## config.mk

```make
export PLATFORM = sky130hd
export DESIGN_NAME = uart_regbank
export DESIGN_NICKNAME = d
export VERILOG_FILES = /design/src/rtl/uart_regbank.sv
export SDC_FILE = /design/constraint.sdc
export NUM_CORES = 1
export LEC_CHECK = 0
export BUFFER_PORTS_ARGS = -buffer_cell sky130_fd_sc_hd__clkbuf_2
export CAP_MARGIN = 25
export CORE_MARGIN = 2
export CORE_UTILIZATION = 48
export DETAILED_ROUTE_END_ITERATION = 7
export HOLD_SLACK_MARGIN = 0.1
export MAX_ROUTING_LAYER = met4
export PLACE_DENSITY = 0.67
export SLEW_MARGIN = 5
export SYNTH_ARGS = -nofsm -noshare
export SYNTH_HDL_FRONTEND = slang
export SYNTH_SLANG_ARGS = --single-unit
```

## constraint.sdc

```tcl
create_clock -name clk -period 2.4 [get_ports clk]
set_input_delay 0.24 -clock clk [delete_from_list [all_inputs] [get_ports clk]]
set_output_delay 0.24 -clock clk [all_outputs]
set_load 0.01 [all_outputs]
```

## src/rtl/uart_regbank.sv

```systemverilog
module uart_regbank #(
  parameter int DEPTH     = 16,
  parameter int DIV_RESET = 1843200 / 115200 / 16
) (
  input  logic       clk,
  input  logic       rst_n,
  input  logic       wr_en,
  input  logic       rd_en,
  input  logic [2:0] addr,
  input  logic [7:0] wdata,
  output logic [7:0] rdata,
  input  logic       rx_strobe,
  input  logic [7:0] rx_byte,
  output logic       tx_valid,
  output logic [7:0] tx_data
);
  localparam int AW = (DEPTH > 1) ? $clog2(DEPTH) : 1;
  localparam int CW = $clog2(DEPTH + 1);

  logic [7:0]    mem [DEPTH];
  logic [AW-1:0] wp, rp;
  logic [CW-1:0] cnt;
  logic [7:0]    dll, dlh, lcr, scr, fcr;
  logic [3:0]    ier;
  logic [4:0]    mcr;
  logic          oe;
  logic [7:0]    rd_mux;

  wire dlab     = lcr[7];
  wire loop     = mcr[4];
  wire wr_data  = wr_en && addr == 3'd0 && !dlab;
  wire rd_data  = rd_en && addr == 3'd0 && !dlab;
  wire rd_lsr   = rd_en && addr == 3'd5;
  wire wr_fcr   = wr_en && addr == 3'd2;
  wire push_req = (wr_data && loop) || (rx_strobe && !loop);
  wire [7:0] push_byte = (wr_data && loop) ? wdata : rx_byte;
  wire [CW-1:0] cap = fcr[0] ? CW'(DEPTH) : CW'(1);
  wire nempty   = cnt != '0;
  wire pop      = rd_data && nempty;
  wire push     = push_req && (cnt < cap || pop);
  wire overrun  = push_req && !push;
  wire flush    = wr_fcr && ((wdata[0] != fcr[0]) || (wdata[0] && wdata[1]));

  function automatic logic [AW-1:0] nxt(input logic [AW-1:0] p);
    return (p == AW'(DEPTH - 1)) ? '0 : p + 1'b1;
  endfunction

  always_ff @(posedge clk)
    if (push && !flush) mem[wp] <= push_byte;

  always_ff @(posedge clk) begin
    if (!rst_n) begin
      wp <= '0;
      rp <= '0;
      cnt <= '0;
    end else if (flush) begin
      wp <= '0;
      rp <= '0;
      cnt <= '0;
    end else begin
      if (push) wp <= nxt(wp);
      if (pop)  rp <= nxt(rp);
      cnt <= cnt + CW'(push) - CW'(pop);
    end
  end

  always_ff @(posedge clk) begin
    if (!rst_n) begin
      dll <= 8'(DIV_RESET);
      dlh <= 8'(DIV_RESET >> 8);
      lcr <= '0;
      scr <= '0;
      fcr <= '0;
      ier <= '0;
      mcr <= '0;
    end else if (wr_en) begin
      case (addr)
        3'd0: if (dlab) dll <= wdata;
        3'd1: if (dlab) dlh <= wdata; else ier <= wdata[3:0];
        3'd2: fcr <= wdata[0] ? (wdata & 8'hC9) : 8'h00;
        3'd3: lcr <= wdata;
        3'd4: mcr <= wdata[4:0];
        3'd7: scr <= wdata;
        default: ;
      endcase
    end
  end

  always_comb begin
    case (addr)
      3'd0: rd_mux = dlab ? dll : (nempty ? mem[rp] : 8'h00);
      3'd1: rd_mux = dlab ? dlh : {4'b0, ier};
      3'd2: rd_mux = fcr;
      3'd3: rd_mux = lcr;
      3'd4: rd_mux = {3'b0, mcr};
      3'd5: rd_mux = {1'b0, 2'b11, 3'b000, oe, nempty};
      3'd6: rd_mux = 8'hFF;
      default: rd_mux = scr;
    endcase
  end

  always_ff @(posedge clk) begin
    if (!rst_n) begin
      rdata <= '0;
      oe <= 1'b0;
      tx_valid <= 1'b0;
      tx_data <= '0;
    end else begin
      if (rd_en) rdata <= rd_mux;
      if (overrun) oe <= 1'b1;
      else if (rd_lsr) oe <= 1'b0;
      tx_valid <= wr_data && !loop;
      if (wr_data && !loop) tx_data <= wdata;
    end
  end

  p_cap_r6: assert property (@(posedge clk) disable iff (!rst_n) cnt <= cap);
  p_lsr_fixed_r9: assert property (@(posedge clk) disable iff (!rst_n)
    rd_lsr |=> rdata[7:5] == 3'b011);
  p_oe_clear_r9: assert property (@(posedge clk) disable iff (!rst_n)
    rd_lsr && !rx_strobe && !wr_en |=> !oe);
  p_undef_r11: assert property (@(posedge clk) disable iff (!rst_n)
    rd_en && addr == 3'd6 |=> rdata == 8'hFF);
  p_toggle_flush_r7: assert property (@(posedge clk) disable iff (!rst_n)
    wr_fcr && (wdata[0] != fcr[0]) |=> cnt == '0 && wp == rp);
  p_empty_pop_r5: assert property (@(posedge clk) disable iff (!rst_n)
    rd_data && !nempty && !rx_strobe |=> rdata == 8'h00 && cnt == '0);
  p_loop_no_tx_r3: assert property (@(posedge clk) disable iff (!rst_n)
    wr_data && loop |=> !tx_valid);
endmodule

```

==> results of run 1 <==
## flip-flops by register name (all words and copies together), names as in the netlist, 4 cells and up, named ones only
name,cells
mcr,5
dll,8
fcr,4
rp,4
rdata,8
tx_data,8
scr,8
mem,128
dlh,8
wp,4
ier,4
lcr,8
cnt,5
## tightest hold or removal path, cell delays in order
cell      delay (ps)
clkbuf_2         180
nand2_1          100
a21oi_1           60
## logic make-up (layout without fill, tap and decap cells)
kind of cell | after synthesis | after routing | share of synthesized area, %
XOR/XNOR | 5 | 5 | 0.4915
adder cells (fa/ha/maj) | 14 | 14 | 2.050
multiplexers | 81 | 81 | 12.41
AND/OR/NAND/NOR | 211 | 211 | 11.67
other | 0 | 1 | 0
buffers and inverters | 61 | 168 | 3.188
AO/OA/AOI/OAI | 127 | 127 | 9.072
flip-flops | 208 | 208 | 61.12
## routing by layer
metal	track usage [%]	vias up
met4	5.476	0
met1	29.63	3017
met3	3.556	30
met5	-	-
met2	36.71	174
li1	-	2805
## cell type report
| class | instances | area share [%] |
|---|---|---|
| tap | 229 | 2.724 |
| sequential | 208 | 51.86 |
| clock buffer | 28 | 5.746 |
| clock inverter | 14 | 1.130 |
| timing repair buffer | 109 | 6.995 |
| inverter | 17 | 0.6067 |
| multi-input combinational | 438 | 30.92 |
| antenna | 1 | 0.02379 |
## synthesized netlist by cell type (all sizes together), types with 2 or more instances
cell    instances  area, um2
inv            17      63.81
o32ai           2      17.52
mux4           22      495.5
nor3b           4      30.03
a31oi           5      31.28
o22ai           5      31.28
mux2           16      180.2
xnor2           4      35.03
nand2          72      270.3
a21oi          59      299.0
and3            4      25.02
nand3          23      120.1
clkbuf         20      76.32
and2            2      12.51
dfxtp          80       1602
o221ai          4      35.03
buf            24      143.9
o211ai          2      15.01
a32oi           2      17.52
a22oi           2      15.01
mux2i          43      430.4
nand4           2      12.51
ha             13      162.7
nand3b          5      37.54
or4             2      18.77
nor4b           2      23.77
nor3           11      86.34
nor2           64      240.2
edfxtp        128       3844
o21ai          17      85.08
a211oi          9      82.58
o22a            3      26.28
a221o           3      30.03
nand2b          6      37.54
nor2b           8      57.55
## repair_timing
item                                    4_1_cts  5_1_grt
endpoints found under the setup margin        1      129
pin swaps                                     6        9
resized for setup                             7        9
buffers inserted                              4        3
hold buffers                                  2        0
endpoints found under the hold margin         5        0
## stage by stage
stage / worst slack [ps] / hold slack [ps] / total power (uW) / instance area (um2)
CTS: -104.3 / 103.3 / 8844 / 10450
finish: -10.97 / 132.2 / 8923 / 10520
global placement: -1.316 / 443.1 / 5400 / 9667
detailed placement: -124.3 / 446.8 / 5467 / 9667
floorplan: 18.41 / 311.8 / 4950 / 8935
global route: -129.4 / 111.4 / 9262 / 10520
## power by group
part / switching [uW] / total (uW) / internal, uW
clock: 1360 / 3360 / 2000
sequential: 104 / 4070 / 3960
combinational: 791 / 1490 / 701
## worst max path at each step
| stage | endpoint | start | depth (start not counted) | slack, ps |
|---|---|---|---|---|
| 3_5_place_dp | cnt[4] | cnt[2] | 14 | -120 |
| 6_report | cnt[4] | cnt[2] | 14 | -10 |
| 2_1_floorplan | cnt[4] | cnt[2] | 15 | 20 |
| 3_3_place_gp | cnt[4] | cnt[2] | 14 | -1 |
| 4_1_cts | cnt[4] | cnt[2] | 14 | -100 |
| 5_1_grt | cnt[4] | cnt[2] | 14 | -130 |
==> run metrics, run 1 <==
status=finished with violations; failing checks=setup timing; Gate Count Post-Synth=707; Critical Path End Type=register; commonest non-fill, non-tap cells in the layout=edfxtp_1 (128), dfxtp_1 (75), nand2_1 (68); RSZ-0062 raised after global routing=true; placed insts=992; DIE AREA=0.01967 mm2; Mean Syn Cell Area=12.60 um2; final core utilization=58.15%; fmax=414.8 MHz; initial cell density of the core=49.26%; mapped cell area=0.008910 mm2; First-pass DRT Iterations=5; R2R Path Start=cnt[2]; Post-DP HPWL=14840 um; met3 wire length=1111 um; final worst path period share=100.5%; Critical R2R Capture=cnt[4]; CTS buffer count=23; reg2reg setup slack=-10 ps; kind of critical path=register to register; Worst Setup Start Kind=register; routed length per instance=20.71 um; largest net degree at the start of global routing=55; asr flop ratio synth=0%; Hold Path Depth=3; area taken by multi-input logic gates=0.003252 mm2; first-pass GRT wire length=33290 um; number of global-route vias before repair=5992; register area=0.005454 mm2; Pleak=0.003738 uW; die extent in y=140.2 um; die width=140.2 um; met2 routed WL=10750 um; CP Cell Sequence=inv_2, ha_4, or4b_4, nand3_4, nand2_2, nand2_2, ha_4, inv_2, fa_2, nor2_1, nor2_1, o21bai_1, xnor2_1, nor2_1; Layout Skew=9.810 ps; uppermost routed layer=met4; clock sinks=208; H-tree levels=1; IO buf count=40; initial antenna violation count=1; Yosys warning total=0; M1 wire length=9421 um; via/cell ratio=5.772; Routed Antenna Nets=0; Slew headroom=37.66%; worst-path fanout max=3; critical path's top delay family=simple AND/OR/NAND/NOR gates; Final Setup Violations=1; Yosys reg bits=208; hold crit path type=primary input to register; Tmin final=2411 ps; CP Data Arrival Time=2780 ps; PwrDens=848.4 mW/mm2; row count=49; Final nets=835; Root Buffer=clkbuf_16; Post-Syn Nets=745; fillers=1445; Slew @ Worst Pin=933.8 ps; worst reg-to-reg path cell count=14; maximum VDD drop=0.4868 mV; Clock Tree Buf Depth=3; I/O pin count=41; final hold viol count=0; critical path's slowest cell=or4b_4; Netlist cell types=70; Hold Crit Start=wdata[2]; TritonCTS clock tree=yes; layout cells sized above 1=26.54%; crit-path most repeated cell=nor2_1; clock-pin transition on the worst setup and hold timing paths=60 ps; setup tns final=-10.97 ps; Seq/Total Area, Yosys=61.12%; # Max-Cap Violations=0; area delta synth->final=18.05%; setup ws final=-10.97 ps; Placer Congestion=0.8438; vias=6026; GRT overflow=0; clock latency on the worst-skew pair=500 ps; fin. max-slew vios=0; worst path bufs/invs=2; commonest non-fill, non-tap cell in the layout=edfxtp_1; Placeable Area=0.01809 mm2; CP required=2770 ps; Hold Path End=scr[2]; Total GRT Usage=22.42%; CP max stage delay=490 ps; initial DRC count=478; Routed WL=21620 um; Post-synth EDFFs=128; Non-Filler Instances=1044; predominant post-synthesis flop cell=edfxtp_1; # DRC=0
No activity file was read; power rests on OpenSTA's default activity.
==> run 2, diff against run 1 <==
--- a/config.mk
+++ b/config.mk
@@ -12,7 +12,6 @@
 export DETAILED_ROUTE_END_ITERATION = 7
 export HOLD_SLACK_MARGIN = 0.1
 export MAX_ROUTING_LAYER = met4
-export PLACE_DENSITY = 0.67
 export SLEW_MARGIN = 5
 export SYNTH_ARGS = -nofsm -noshare
 export SYNTH_HDL_FRONTEND = slang
==> constraint.sdc (replaced) <==
create_clock -name clk -period 2.8 [get_ports clk]
set_input_delay 0.28 -clock clk [delete_from_list [all_inputs] [get_ports clk]]
set_output_delay 0.28 -clock clk [all_outputs]
set_load 0.01 [all_outputs]
==> run metrics, run 2 (synthesis results as in run 1) <==
initial DRC count=455; initial cell density of the core=49.26%; I/O pin count=41; # Max-Cap Violations=0; final hold viol count=0; TritonCTS clock tree=yes; switching fraction of total power=24.11%; layout cells sized above 1=22.55%; Clock Tree Buf Depth=3; fmax=386.2 MHz; Layout Skew=15.96 ps; commonest non-fill, non-tap cell in the layout=edfxtp_1; Biggest register=mem; antenna cells=0; IO buf count=40; PwrDens=739.7 mW/mm2; CTS buffer count=22; worst-path fanout max=7; fillers=1483; kind of critical path=register to register; status=finished clean; clock latency on the worst-skew pair=510 ps; final worst path period share=92.48%; clock sinks=208; clock power share=40.8%; Post-DP HPWL=14460 um; crit-path most repeated cell=nor2_1; sequential share of power=45.9%; Routed Antenna Nets=0; critical path's slowest cell=or4b_4; RSZ-0062 raised after global routing=false; die width=140.2 um; First-pass DRT Iterations=4; post-route cell area=0.01025 mm2; vias=5796; CP max stage delay=500 ps; Critical Path End Type=register; initial antenna violation count=0; postcts setup bufs=0; Placeable Area=0.01809 mm2; hold slack=132.4 ps; H-tree levels=1; critical path's top delay family=simple AND/OR/NAND/NOR gates; Placer Congestion=0.8847; row count=49; GRT overflow=0; DIE AREA=0.01967 mm2; fin. max-slew vios=0; Tmin final=2589 ps; routed length per instance=21.17 um; Largest register FFs=128; largest net degree at the start of global routing=55; area delta synth->final=15.01%; hold crit path type=primary input to register; Worst Setup Start Kind=register; Final Setup Violations=0; clock-pin transition on the worst setup and hold timing paths=60 ps; maximum VDD drop=0.4919 mV; post-place instance area=0.009434 mm2; commonest non-fill, non-tap cells in the layout=edfxtp_1 (128), dfxtp_1 (76), nand2_1 (72); Total GRT Usage=22.90%; setup tns final=0 ps; Slew headroom=37.54%; Pleak=0.003588 uW; Slew @ Worst Pin=935.5 ps; Routed WL=21280 um; CP required=3160 ps; Switch Pwr=1827 uW; via/cell ratio=5.767; CP Cell Sequence=inv_1, ha_1, or4b_4, nand3_4, nand2_1, nand2_1, ha_1, inv_1, fa_2, nor2_1, nor2_1, o21bai_1, xnor2_1, nor2_1; Final nets=800; worst path bufs/invs=2; Pint=5752 uW; Comb pwr share=13.2%; number of global-route vias before repair=5790; Root Buffer=clkbuf_16; first-pass GRT wire length=33550 um; CP Data Arrival Time=2950 ps; die extent in y=140.2 um; # DRC=0
[run 2: cell count changes in the layout (fill, tap and decap cells not counted), sizes merged]
cell / before / now
bufinv: 2 / 3
diode: 1 / 0
inv: 18 / 17
clkinvlp: 0 / 1
clkbuf: 68 / 70
buf: 67 / 34
dlygate4sd3: 2 / 1
clkinv: 11 / 4
[run 2: layout make-up]
cell class,count,area (um2),area share [%]
Clock buffer,30,661.9,6.459
Clock inverter,8,128.9,1.258
Inverter,17,63.81,0.6227
Multi-Input combinational cell,438,3191,31.14
Sequential cell,208,5450,53.19
Tap cell,229,286.5,2.796
Timing Repair Buffer,75,465.4,4.542
[run 2: power by group through the flow]
stage	Sequential [uW]	Clock [uW]	Combinational, uW
after global routing	3500	3270	1120
after global placement	3530	0	975
after detailed placement	3550	0	991
after CTS	3480	3150	1000
after floorplan	3520	0	693
final	3480	3100	1000
[run 2: path summary, 6_finish.rpt]
| path | from | end | slack (ps) | depth (start not counted) |
|---|---|---|---|---|
| setup / recovery | cnt[3] | cnt[4] | 210 | 14 |
| hold / removal | wdata[2] | lcr[2] | 130 | 3 |
| setup reg to reg | cnt[3] | cnt[4] | 210 | 14 |
| hold reg to reg | scr[3] | scr[3] | 450 | 2 |
[run 2: per-layer routing]
| metal | global-route usage [%] | routed length, um |
|---|---|---|
| met5 | - | 0 |
| met4 | 7.974 | 651 |
| met3 | 2.803 | 943 |
| met2 | 35.42 | 9737 |
| met1 | 31.59 | 9946 |
[run 2: tightest hold or removal path, stage by stage]
cell      delay [ps]
clkbuf_2         160
nand2_1           90
a21oi_1           50
[run 2: per-stage QoR]
step | utilization (%) | worst slack (ps) | cells | power [uW]
after floorplan | - | 265.1 | 707 | 4212
after global placement | 52.16 | 190.5 | 966 | 4510
after detailed placement | 52.16 | 75.34 | 966 | 4537
after CTS | 56.59 | 75.44 | 1005 | 7633
after global routing | 56.66 | 17.92 | 1005 | 7881
final | 56.66 | 210.6 | 1005 | 7580
[run 2: timing repair]
item	CTS	global route
hold endpoints to repair	1	0
hold buffers	1	0
resized for setup	0	5
setup endpoints to repair	0	1
==> run 3, diff against run 2 <==
--- a/config.mk
+++ b/config.mk
@@ -8,10 +8,11 @@
 export BUFFER_PORTS_ARGS = -buffer_cell sky130_fd_sc_hd__clkbuf_2
 export CAP_MARGIN = 25
 export CORE_MARGIN = 2
-export CORE_UTILIZATION = 48
+export CORE_UTILIZATION = 55
 export DETAILED_ROUTE_END_ITERATION = 7
 export HOLD_SLACK_MARGIN = 0.1
 export MAX_ROUTING_LAYER = met4
+export PLACE_DENSITY = 0.75
 export SLEW_MARGIN = 5
 export SYNTH_ARGS = -nofsm -noshare
 export SYNTH_HDL_FRONTEND = slang
==> constraint.sdc (replaced) <==
create_clock -name clk -period 2.3 [get_ports clk]
set_input_delay 0.23 -clock clk [delete_from_list [all_inputs] [get_ports clk]]
set_output_delay 0.23 -clock clk [all_outputs]
set_load 0.01 [all_outputs]
==> run metrics, run 3 (synthesis results as in run 1) <==
final core utilization=67.68%; GRT overflow=0; TritonCTS clock tree=yes; die extent in y=131.3 um; commonest non-fill, non-tap cell in the layout=edfxtp_1; initial cell density of the core=56.09%; clock latency on the worst-skew pair=510 ps; Placeable Area=0.01589 mm2; fmax=397.1 MHz; post-route cell area=0.01075 mm2; worst-path fanout max=4; initial antenna violation count=0; final worst path period share=109.5%; CP Data Arrival Time=2890 ps; IO buf count=40; H-tree levels=1; post-place instance area=0.009658 mm2; Critical Path End Type=register; initial DRC count=589; clock-pin transition on the worst setup and hold timing paths=60 ps; Slew headroom=55.14%; PwrDens=887.3 mW/mm2; largest net degree at the start of global routing=35; Worst Setup Start Kind=register; kind of critical path=register to register; Non-Filler Instances=1037; Final Setup Violations=29; Final nets=843; maximum VDD drop=0.5939 mV; die width=131.3 um; # DRC=0; Routed Antenna Nets=0; reg2reg setup slack=-220 ps; failing checks=setup timing; clock sinks=208; # Max-Cap Violations=0; RSZ-0062 raised after global routing=true; Layout Skew=8.838 ps; Root Buffer=clkbuf_16; I/O pin count=41; hold crit path type=primary input to register; Placer Congestion=0.9080; placed insts=977; number of global-route vias before repair=6336; commonest non-fill, non-tap cells in the layout=edfxtp_1 (128), dfxtp_1 (72), nand2_1 (65); CTS buffer count=23; area delta synth->final=20.67%; first-pass GRT wire length=33750 um; layout cells sized above 1=28.87%; Biggest register=mem; antenna cells=0; DIE AREA=0.01723 mm2; routed length per instance=20.91 um; Largest register FFs=128; Clock Tree Buf Depth=3; Routed WL=21680 um; CP required=2670 ps; via/cell ratio=6.023; Total GRT Usage=25.53%; First-pass DRT Iterations=5; fin. max-slew vios=0; Tmin final=2519 ps; Post-DP HPWL=14430 um; Slew @ Worst Pin=672.0 ps; fillers=1126; final hold viol count=0; vias=6246; row count=46; setup ws final=-218.6 ps; hold slack=128.0 ps; status=finished with violations; Pleak=0.003795 uW
[run 3: cell count changes in the layout (fill, tap and decap cells not counted), moves of 4 or more]
cell and delta:
ha_1 -4, buf_4 +24, nor2_4 +4, dfxtp_1 -4
clkbuf_8 -6, dlygate4sd3_1 +5, nor2_1 -6, nand2_4 +5
clkinv_1 +6, nand2_1 -7, buf_6 +10
[run 3: critical path: stages (launching register included)]
cell      delay [ps]
dfxtp_2          320
inv_2             80
ha_4             140
or4b_4           490
nand3_4          140
nand2_4           80
nand2_4           80
ha_4             130
inv_2             40
fa_2             350
nor2_2           120
nor2_1            60
o21bai_1         160
xnor2_1          140
nor2_1            50
[run 3: per-layer routing]
| layer | share of wire [%] | vias to the layer above | routed length [um] | global-route usage, % |
|---|---|---|---|---|
| met5 | 0 | - | 0 | - |
| met4 | 3.7 | 0 | 792 | 9.783 |
| met3 | 6.5 | 70 | 1413 | 4.784 |
| met2 | 50 | 266 | 10920 | 42.43 |
| met1 | 39 | 3088 | 8561 | 31.27 |
| li1 | - | 2822 | - | - |
[run 3: final cells by class]
cell class | instances | area, um2 | share of cell area [%]
clock buffer | 27 | 590.6 | 5.493
timing repair buffer | 117 | 868.3 | 8.076
inverter | 17 | 63.81 | 0.5935
multi-input combinational | 438 | 3403 | 31.65
sequential | 208 | 5460 | 50.79
tap | 216 | 270.3 | 2.514
clock inverter | 14 | 95.09 | 0.8844
[run 3: report_power, final]
| part | internal, uW | switching (uW) |
|---|---|---|
| combinational | 941 | 1020 |
| sequential | 4140 | 98.4 |
| clock | 1940 | 1400 |
[run 3: timing repair]
action | 4_1_cts | 5_1_grt
endpoints found under the hold margin | 14 | 0
pin swaps | 10 | 18
setup buffers | 6 | 9
hold buffers | 6 | 0
endpoints found under the setup margin | 55 | 132
gates resized for setup | 8 | 50
[run 3: worst paths after layout]
path         cells after the start  startpoint     end
max                             14      cnt[3]  cnt[4]
min                              3    wdata[4]  lcr[4]
max reg2reg                     14      cnt[3]  cnt[4]
min reg2reg                      2      scr[7]  scr[7]
[run 3: per-stage QoR]
step                setup TNS (ps)  total power (uW)  worst slack, ps
floorplan                   -58.59              5173           -58.59
global placement            -85.90              5667           -85.90
detailed placement           -1197              5761           -215.5
CTS                         -373.4              9189           -167.1
global route                 -4699              9885           -326.7
finish                       -1086              9540           -218.6
